File: src/rtl/tedge_pkg.sv
package tedge_pkg;

  typedef enum logic [1:0] {
    GATE_AND = 2'd0,
    GATE_OR  = 2'd1,
    GATE_XOR = 2'd2
  } gate_fn_e;

  // Boolean reduction over the first n bits of v
  function automatic logic gate_eval(gate_fn_e fn, logic [15:0] v, int n);
    logic r;
    r = (fn == GATE_AND);
    for (int i = 0; i < 16; i++) begin
      if (i < n) begin
        case (fn)
          GATE_AND: r = r & v[i];
          GATE_OR:  r = r | v[i];
          default:  r = r ^ v[i];
        endcase
      end
    end
    return r;
  endfunction

endpackage

File: src/rtl/tedge_cond.sv
module tedge_cond #(
  parameter int N  = 2,
  parameter int K  = 4,
  parameter int W  = 4,
  parameter int CW = $clog2(K + 1)
) (
  input  logic [N*CW-1:0]  in_cnt,
  input  logic [N*K*W-1:0] in_off,
  output logic [N*K-1:0]   slot_vld
);

  for (genvar i = 0; i < N; i++) begin : g_in
    logic [CW-1:0] cnt_cl;
    assign cnt_cl = (in_cnt[i*CW +: CW] > CW'(K)) ? CW'(K) : in_cnt[i*CW +: CW];

    for (genvar s = 0; s < K; s++) begin : g_slot
      assign slot_vld[i*K+s] = (CW'(s) < cnt_cl);
    end

    // valid offsets of one input must be non-decreasing
    always_comb begin
      for (int s = 1; s < K; s++) begin
        if (CW'(s) < cnt_cl) begin
          p_in_order_r1: assert (in_off[(i*K+s)*W +: W] >= in_off[(i*K+s-1)*W +: W]);
        end
      end
    end
  end

endmodule

File: src/rtl/tedge_sort.sv
module tedge_sort #(
  parameter int N   = 2,
  parameter int K   = 4,
  parameter int W   = 4,
  localparam int M  = N * K,
  localparam int SW = (N > 1) ? $clog2(N) : 1,
  localparam int OCW = $clog2(M + 1)
) (
  input  logic [M-1:0]   slot_vld,
  input  logic [M*W-1:0] slot_off,
  output logic [OCW-1:0] srt_n,
  output logic [M*W-1:0] srt_off,
  output logic [M*SW-1:0] srt_src
);

  int rank_q [M];

  always_comb begin
    srt_off = '0;
    srt_src = '0;
    srt_n   = '0;
    for (int e = 0; e < M; e++) begin
      rank_q[e] = 0;
      if (slot_vld[e]) srt_n = srt_n + OCW'(1);
      // entry b goes ahead of e on a smaller offset or, on a tie, a lower index
      for (int b = 0; b < M; b++) begin
        if (slot_vld[b] && ((slot_off[b*W +: W] < slot_off[e*W +: W]) ||
            ((slot_off[b*W +: W] == slot_off[e*W +: W]) && (b < e))))
          rank_q[e] = rank_q[e] + 1;
      end
    end
    for (int p = 0; p < M; p++) begin
      for (int e = 0; e < M; e++) begin
        if (slot_vld[e] && (rank_q[e] == p)) begin
          srt_off[p*W +: W]   = slot_off[e*W +: W];
          srt_src[p*SW +: SW] = SW'(e / K);
        end
      end
    end
    for (int p = 1; p < M; p++) begin
      if (OCW'(p) < srt_n) begin
        p_sort_order_r3: assert (srt_off[p*W +: W] >= srt_off[(p-1)*W +: W]);
      end
    end
  end

endmodule

File: src/rtl/tedge_eval.sv
module tedge_eval
  import tedge_pkg::*;
#(
  parameter int N   = 2,
  parameter int K   = 4,
  parameter int W   = 4,
  parameter gate_fn_e FN = GATE_AND,
  localparam int M  = N * K,
  localparam int SW = (N > 1) ? $clog2(N) : 1,
  localparam int OCW = $clog2(M + 1)
) (
  input  logic [N-1:0]    in_lvl,
  input  logic [OCW-1:0]  srt_n,
  input  logic [M*W-1:0]  srt_off,
  input  logic [M*SW-1:0] srt_src,
  output logic            raw_lvl,
  output logic [OCW-1:0]  raw_n,
  output logic [M*W-1:0]  raw_off
);

  logic [N-1:0] cur;
  logic         prev, nxt;

  always_comb begin
    cur     = in_lvl;
    raw_lvl = gate_eval(FN, 16'(in_lvl), N);
    prev    = raw_lvl;
    nxt     = raw_lvl;
    raw_n   = '0;
    raw_off = '0;
    for (int p = 0; p < M; p++) begin
      if (OCW'(p) < srt_n) begin
        cur[int'(srt_src[p*SW +: SW])] = ~cur[int'(srt_src[p*SW +: SW])];
        nxt = gate_eval(FN, 16'(cur), N);
        if (nxt != prev) begin
          raw_off[int'(raw_n)*W +: W] = srt_off[p*W +: W];
          raw_n = raw_n + OCW'(1);
        end
        prev = nxt;
      end
    end
    // one output edge at most per input edge
    p_raw_bound_r5: assert (raw_n <= srt_n);
  end

endmodule

File: src/rtl/tedge_filt.sv
module tedge_filt #(
  parameter int M       = 8,
  parameter int W       = 4,
  parameter bit FILT_EN = 1'b1,
  parameter int MIN_W   = 2,
  localparam int OCW    = $clog2(M + 1)
) (
  input  logic [OCW-1:0] raw_n,
  input  logic [M*W-1:0] raw_off,
  output logic [OCW-1:0] out_n,
  output logic [M*W-1:0] out_off
);

  if (FILT_EN) begin : g_filt
    logic [W-1:0] stk [M];
    int           top;

    always_comb begin
      top = 0;
      for (int p = 0; p < M; p++) stk[p] = '0;
      for (int p = 0; p < M; p++) begin
        if (OCW'(p) < raw_n) begin
          if ((top > 0) && ((int'(raw_off[p*W +: W]) - int'(stk[top-1])) < MIN_W)) begin
            top = top - 1;
          end else begin
            stk[top] = raw_off[p*W +: W];
            top = top + 1;
          end
        end
      end
      out_n   = OCW'(top);
      out_off = '0;
      for (int p = 0; p < M; p++) begin
        if (p < top) out_off[p*W +: W] = stk[p];
      end
      // kept neighbours are never closer than the minimum width
      for (int p = 1; p < M; p++) begin
        if (p < top) begin
          p_min_gap_r6: assert ((int'(stk[p]) - int'(stk[p-1])) >= MIN_W);
        end
      end
    end
  end else begin : g_pass
    assign out_n   = raw_n;
    assign out_off = raw_off;
  end

endmodule

File: src/rtl/tedge_gate.sv
module tedge_gate
  import tedge_pkg::*;
#(
  parameter int N         = 2,
  parameter int K         = 4,
  parameter int W         = 4,
  parameter gate_fn_e FN  = GATE_AND,
  parameter bit FILT_EN   = 1'b1,
  parameter int MIN_W     = 2,
  localparam int CW       = $clog2(K + 1),
  localparam int M        = N * K,
  localparam int SW       = (N > 1) ? $clog2(N) : 1,
  localparam int OCW      = $clog2(M + 1)
) (
  input  logic [N-1:0]    in_lvl,
  input  logic [N*CW-1:0] in_cnt,
  input  logic [M*W-1:0]  in_off,
  output logic            out_lvl,
  output logic [OCW-1:0]  out_cnt,
  output logic [M*W-1:0]  out_off
);

  logic [M-1:0]    slot_vld;
  logic [OCW-1:0]  srt_n, raw_n;
  logic [M*W-1:0]  srt_off, raw_off;
  logic [M*SW-1:0] srt_src;

  tedge_cond #(.N(N), .K(K), .W(W), .CW(CW)) u_cond (
    .in_cnt  (in_cnt),
    .in_off  (in_off),
    .slot_vld(slot_vld)
  );

  tedge_sort #(.N(N), .K(K), .W(W)) u_sort (
    .slot_vld(slot_vld),
    .slot_off(in_off),
    .srt_n   (srt_n),
    .srt_off (srt_off),
    .srt_src (srt_src)
  );

  tedge_eval #(.N(N), .K(K), .W(W), .FN(FN)) u_eval (
    .in_lvl (in_lvl),
    .srt_n  (srt_n),
    .srt_off(srt_off),
    .srt_src(srt_src),
    .raw_lvl(out_lvl),
    .raw_n  (raw_n),
    .raw_off(raw_off)
  );

  tedge_filt #(.M(M), .W(W), .FILT_EN(FILT_EN), .MIN_W(MIN_W)) u_filt (
    .raw_n  (raw_n),
    .raw_off(raw_off),
    .out_n  (out_cnt),
    .out_off(out_off)
  );

endmodule

File: config.mk
export PLATFORM = sky130hd
export DESIGN_NAME = tedge_gate
export DESIGN_NICKNAME = d
export VERILOG_FILES = /design/src/rtl/tedge_pkg.sv /design/src/rtl/tedge_cond.sv /design/src/rtl/tedge_sort.sv /design/src/rtl/tedge_eval.sv /design/src/rtl/tedge_filt.sv /design/src/rtl/tedge_gate.sv
export SDC_FILE = /design/constraint.sdc
export NUM_CORES = 1
export LEC_CHECK = 0
export BUFFER_PORTS_ARGS = -buffer_cell sky130_fd_sc_hd__buf_2
export CORE_AREA = 2 2 231 233
export DETAILED_ROUTE_END_ITERATION = 10
export DIE_AREA = 0 0 233 235
export PLACE_DENSITY = 0.53
export SYNTH_ARGS = -nofsm -noshare
export SYNTH_HDL_FRONTEND = slang
export SYNTH_SLANG_ARGS = --single-unit
File: constraint.sdc
create_clock -name vclk -period 52.8
set_input_delay 7.92 -clock vclk [all_inputs]
set_output_delay 7.92 -clock vclk [all_outputs]
set_load 0.01 [all_outputs]
# Yosys cells after proc, flatten, opt, wreduce, memory -nomap -nowiden
# Cells that the tools add are included.
[op_classes]
add_sub_neg = 98
n_lt_le_gt_ge = 149
n_eq_ne = 92
n_shift = 14
n_mux = 359
bitwise_logic = 31
n_reduce_logical = 186
[op_table]
columns = ["cell", "count"]
rows = [
  ["$mux 32", 98],
  ["$add 32x2->32 const B", 63],
  ["$eq 32x4->1 const B", 32],
  ["$eq 32x3->1 const B", 16],
  ["$mux 4", 117],
  ["$bwmux 32", 14],
  ["$ge 32x4->1 const B", 14],
  ["$not 32->32", 14],
  ["$eq 32x2->1 const B", 8],
  ["$logic_not 32->1", 8],
  ["$lt 4x4->1", 64],
  ["$neg 6->33", 7],
  ["$shift 4x33->32 const A", 7],
  ["$shiftx 4x33->32", 7],
  ["$gt 32x1->1 const B", 7],
  ["$lt 32x1->1 const B", 7],
  ["$lt 32x3->1 const B", 7],
  ["$sub 32x2->32 const B", 7],
  ["$logic_and 1x1->1", 150],
  ["$lt 4x32->1 const A", 4],
  ["$eq 4x4->1", 28],
  ["$mux 1", 91],
  ["$bmux 4 s3", 7],
  ["$demux 4 s3", 7],
  ["other kinds (21)", 145],
]
[totals]
ff_bits = 0
inputBits = 40
output_inout_bits = 37
wordCells = 929

# Depth between registers and ports, before layout
[logic_depth]
depth_word = 145
depth_mapped = 176
ltp_nobuf = 168

# By module
# A second synthesis with hierarchy kept.
[hier_totals]
hier_cells = 3199
hier_area_um2 = 22694.3
[modules_own_cells]
columns = ["mod", "n_inst", "cells_each", "area_each_um2", "seq_area_each_um2"]
rows = [
  ["tedge_sort", 1, 1545, 11119.4, 0.0],
  ["tedge_filt", 1, 1000, 6667.6, 0.0],
  ["tedge_eval", 1, 646, 4858.4, 0.0],
  ["tedge_cond", 1, 8, 48.8, 0.0],
]

# Worst setup path before layout
# OpenSTA, ideal clock, no wires.
[synth_timing]
path_kind = "in2out"
startpoint = "input in_off[1]"
endpoint = "output out_off[22]"
t_arrival_ps = 40486
t_required_ps = 44880
setup_slack_ps = 4394
path_stages = 156
n_path_buf = 9
path_cell_list = "clkbuf_1 > inv_1 > ha_1 > nor2b_1 > o21ai_0 > nand2b_1 > a21oi_1 > a21oi_1 > ha_1 > and4b_1 > a22o_1 > or2_2 > ha_1 > a211oi_1 > a21oi_1 > ha_1 > nand2_1 > nand2_1 > (+120 left out) > ha_1 > clkbuf_1 > mux2i_1 > a21oi_1 > o21ai_0 > or3_1 > and2_1 > fa_1 > inv_1 > nand3_1 > o22a_1 > o221ai_1 > nor3_1 > a221o_1 > mux2_2 > a21oi_2 > o21ai_1 > a311oi_1"
[synth_between]
elab_chain_cells = 144
word_cells_on_any_way = 732
cone_classes = "add/sub: 91; order compare: 68; eq/ne: 71; shift: 14; mux: 342; bitwise: 30; reduce/logical: 116"
[synth_lines]
columns = ["element", "line_no", "text"]
rows = [
  ["start: declaration", "tedge_gate.sv:17", "input logic [M*W-1:0] in_off,"],
  ["branches (longest 143 deep; another with $add 32x2->32)", "-", ""],
  ["$mux 4 *", "tedge_filt.sv:34", "if (p < top) out_off[p*W +: W] = stk[p];"],
  ["end: declaration", "tedge_gate.sv:20", "output logic [M*W-1:0] out_off"],
]
# Every way passes the cells marked *. The select of a mux whose other input is x is not followed.

# Final worst setup path
[layout_timing]
startpoint = "input in_off[1]"
endpoint = "output out_off[4]"
[layout_between]
elab_chain_cells = 144
word_cells_on_any_way = 732
cone_classes = "add/sub: 91; order compare: 68; eq/ne: 71; shift: 14; mux: 342; bitwise: 30; reduce/logical: 116"
[layout_lines]
columns = ["element", "line_no"]
rows = [
  ["branches (longest 143 deep; another with $add 32x2->32)", "-"],
  ["$mux 4 *", "tedge_filt.sv:34"],
]
# Marked as above.

==> impl_metrics.ini <==
[outcome]
status = completed

[yosys]
synth-compound-area-share = 0.328
yosysSeqAreaShare = 0
synthMuxAreaShare = 0.103
synth-adder-area-share = 0.134
ys_warn_count = 0
syn_area_per_cell_um2 = 6.76
syn_inst = 3214
yosys.area_share.simple = 0.310
synthesis.area_um2 = 21700
ys_types = 136
synth_top_family_by_area = compound AO/OA/AOI/OAI gates
synth-xor-area-share = 0.0759

[place]
place.gp.congestion = 1.03
dpl.hpwl_mm = 76.8
numPortBuffers = 77

[min_path]
hold_start = in_lvl[0]
hold_path.class = in -> out

[detailed_routing]
drt-total-wl_mm = 94.0
final_antenna_net_count = 0
vias = 26100
drt_iter0_markers = 2512
drc = 0
route.detailed.wl_per_inst_um = 24.0
viasPerCell = 6.64
drt-pass1-iter-count = 6

[worst_setup_path]
critPathMaxFanout = 14
worstPathArrival_ns = 42.41
path_common_cell = inv_1
crit_start = in_off[1]
crit_buf_inv = 19
path_class = in -> out
critPathTopFamily = compound AO/OA/AOI/OAI gates
cp_slowest_stage_delay_ns = 0.75
crit_slowest_cell = o31ai_1
crit_path_start_kind = input pin
worstPathRequired_ns = 44.88
end_kind = output pin

[layout]
drive_above_1_share = 0.110
numSequentialCells = 0
antennaDiodeCount = 0
nClkBuffers = 0
final_cell_mix = nor2_1 (357), nand2_1 (354), ha_1 (216), a21oi_1 (211), o21ai_0 (172)
layout_commonest_cell = nor2_1
area_growth_pct = 6.61
nFillCells = 5498
final_nets = 3506
fin_util = 0.443
seqCellArea_um2 = 0

[timing]
finalHoldViolations = 0
worst_pin_slew_ns = 1.20
maxSlewViolCount = 0
period_needed_ns = 50.33
fin_crit_sh = 0.953
max-slew-margin-rel = 0.180
fmax_mhz = 19.9
setup_violations = 0

[floorplan]
core_um2 = 52200
io_pins = 77
die-area_um2 = 54800
num_rows = 84
die_x_um = 233
initial_utilization = 0.416
die_h_um = 235

[grt]
grt_max_degree = 30
grt_usage = 0.326
antenna_found_initial = 0
grt_pass1_wl_mm = 142
overflow = 0
grt_pass1_vias = 24000

[job]
maxCapViolCount = 0

[clock_tree]
ctsHoldBuffers = 0
[cells by family after synthesis]
group	after synthesis
and+or+nand+nor	1355
buffers and inverters	265
adders and majority gates	228
AOI/OAI and AO/OA	1016
other	2
muxes	200
xor gates and xnor gates	148
[per-layer routing]
layer  GRT usage  up-vias  wire, µm
li1            -    12200         -
met4       0.121        0      4190
met2       0.528     1124     41600
met5           0        -         0
met1       0.452    12500     42300
met3      0.0215      190      5970
[final cells by class]
type	instances	area (µm²)	share of cell area
multi-input cells	2953	20900	0.904
well taps	688	861	0.0372
repair buffers	129	776	0.0335
inverters	154	583	0.0252
[worst min-delay path: cells and delay by family]
family | cells | cell delay, ns
simple gates | 1 | 0.08
buf+inv | 3 | 0.44
[worst paths after layout]
kind	endpoint	slack, ns	cells after the start
max	out_off[4]	2.47	155
min	out_lvl	16.36	4
[synthesized netlist by cell type (36+ instances only)]
cell / number / area share
ha_1: 221 / 0.13
xor2_1: 36 / 0.015
nand3_1: 101 / 0.023
nand2b_1: 47 / 0.014
nor2b_1: 42 / 0.012
o211ai_1: 61 / 0.021
nor3_1: 101 / 0.023
o21ai_0: 175 / 0.040
inv_1: 146 / 0.025
a211oi_1: 84 / 0.029
nand2_1: 356 / 0.061
nor2_1: 357 / 0.062
mux2_2: 49 / 0.025
xnor2_1: 84 / 0.034
clkbuf_1: 63 / 0.011
a21o_1: 44 / 0.015
nand4_1: 58 / 0.017
and3_1: 45 / 0.013
and2_1: 61 / 0.018
o21a_1: 43 / 0.015
mux2i_1: 133 / 0.061
a21oi_1: 220 / 0.051
[stage by stage]
stage / cell area, µm² / hold slack (ns) / setup WS (ns) / instances / TNS [ns]
2_1_floorplan: 21700 / 16.03 / 4.39 / 3218 / 0
3_3_place_gp: 22800 / 16.35 / 1.23 / 3908 / 0
3_5_place_dp: 22800 / 16.35 / 0.0447 / 3908 / 0
4_1_cts: 22800 / 16.36 / 0.0166 / 3908 / 0
5_1_grt: 23200 / 16.40 / -0.0779 / 3924 / -0.332
6_report: 23200 / 16.36 / 2.47 / 3924 / 0
[what timing repair did]
| item | 4_1_cts | 5_1_grt |
|---|---|---|
| pin swaps | 0 | 10 |
| endpoints found under the setup margin | 27 | 35 |
| buffers inserted | 0 | 16 |
| resized for setup | 1 | 58 |
Power is left out: the tool's default activity adds up to more than one toggle a clock period on the data nets, which glitch-free logic cannot reach.
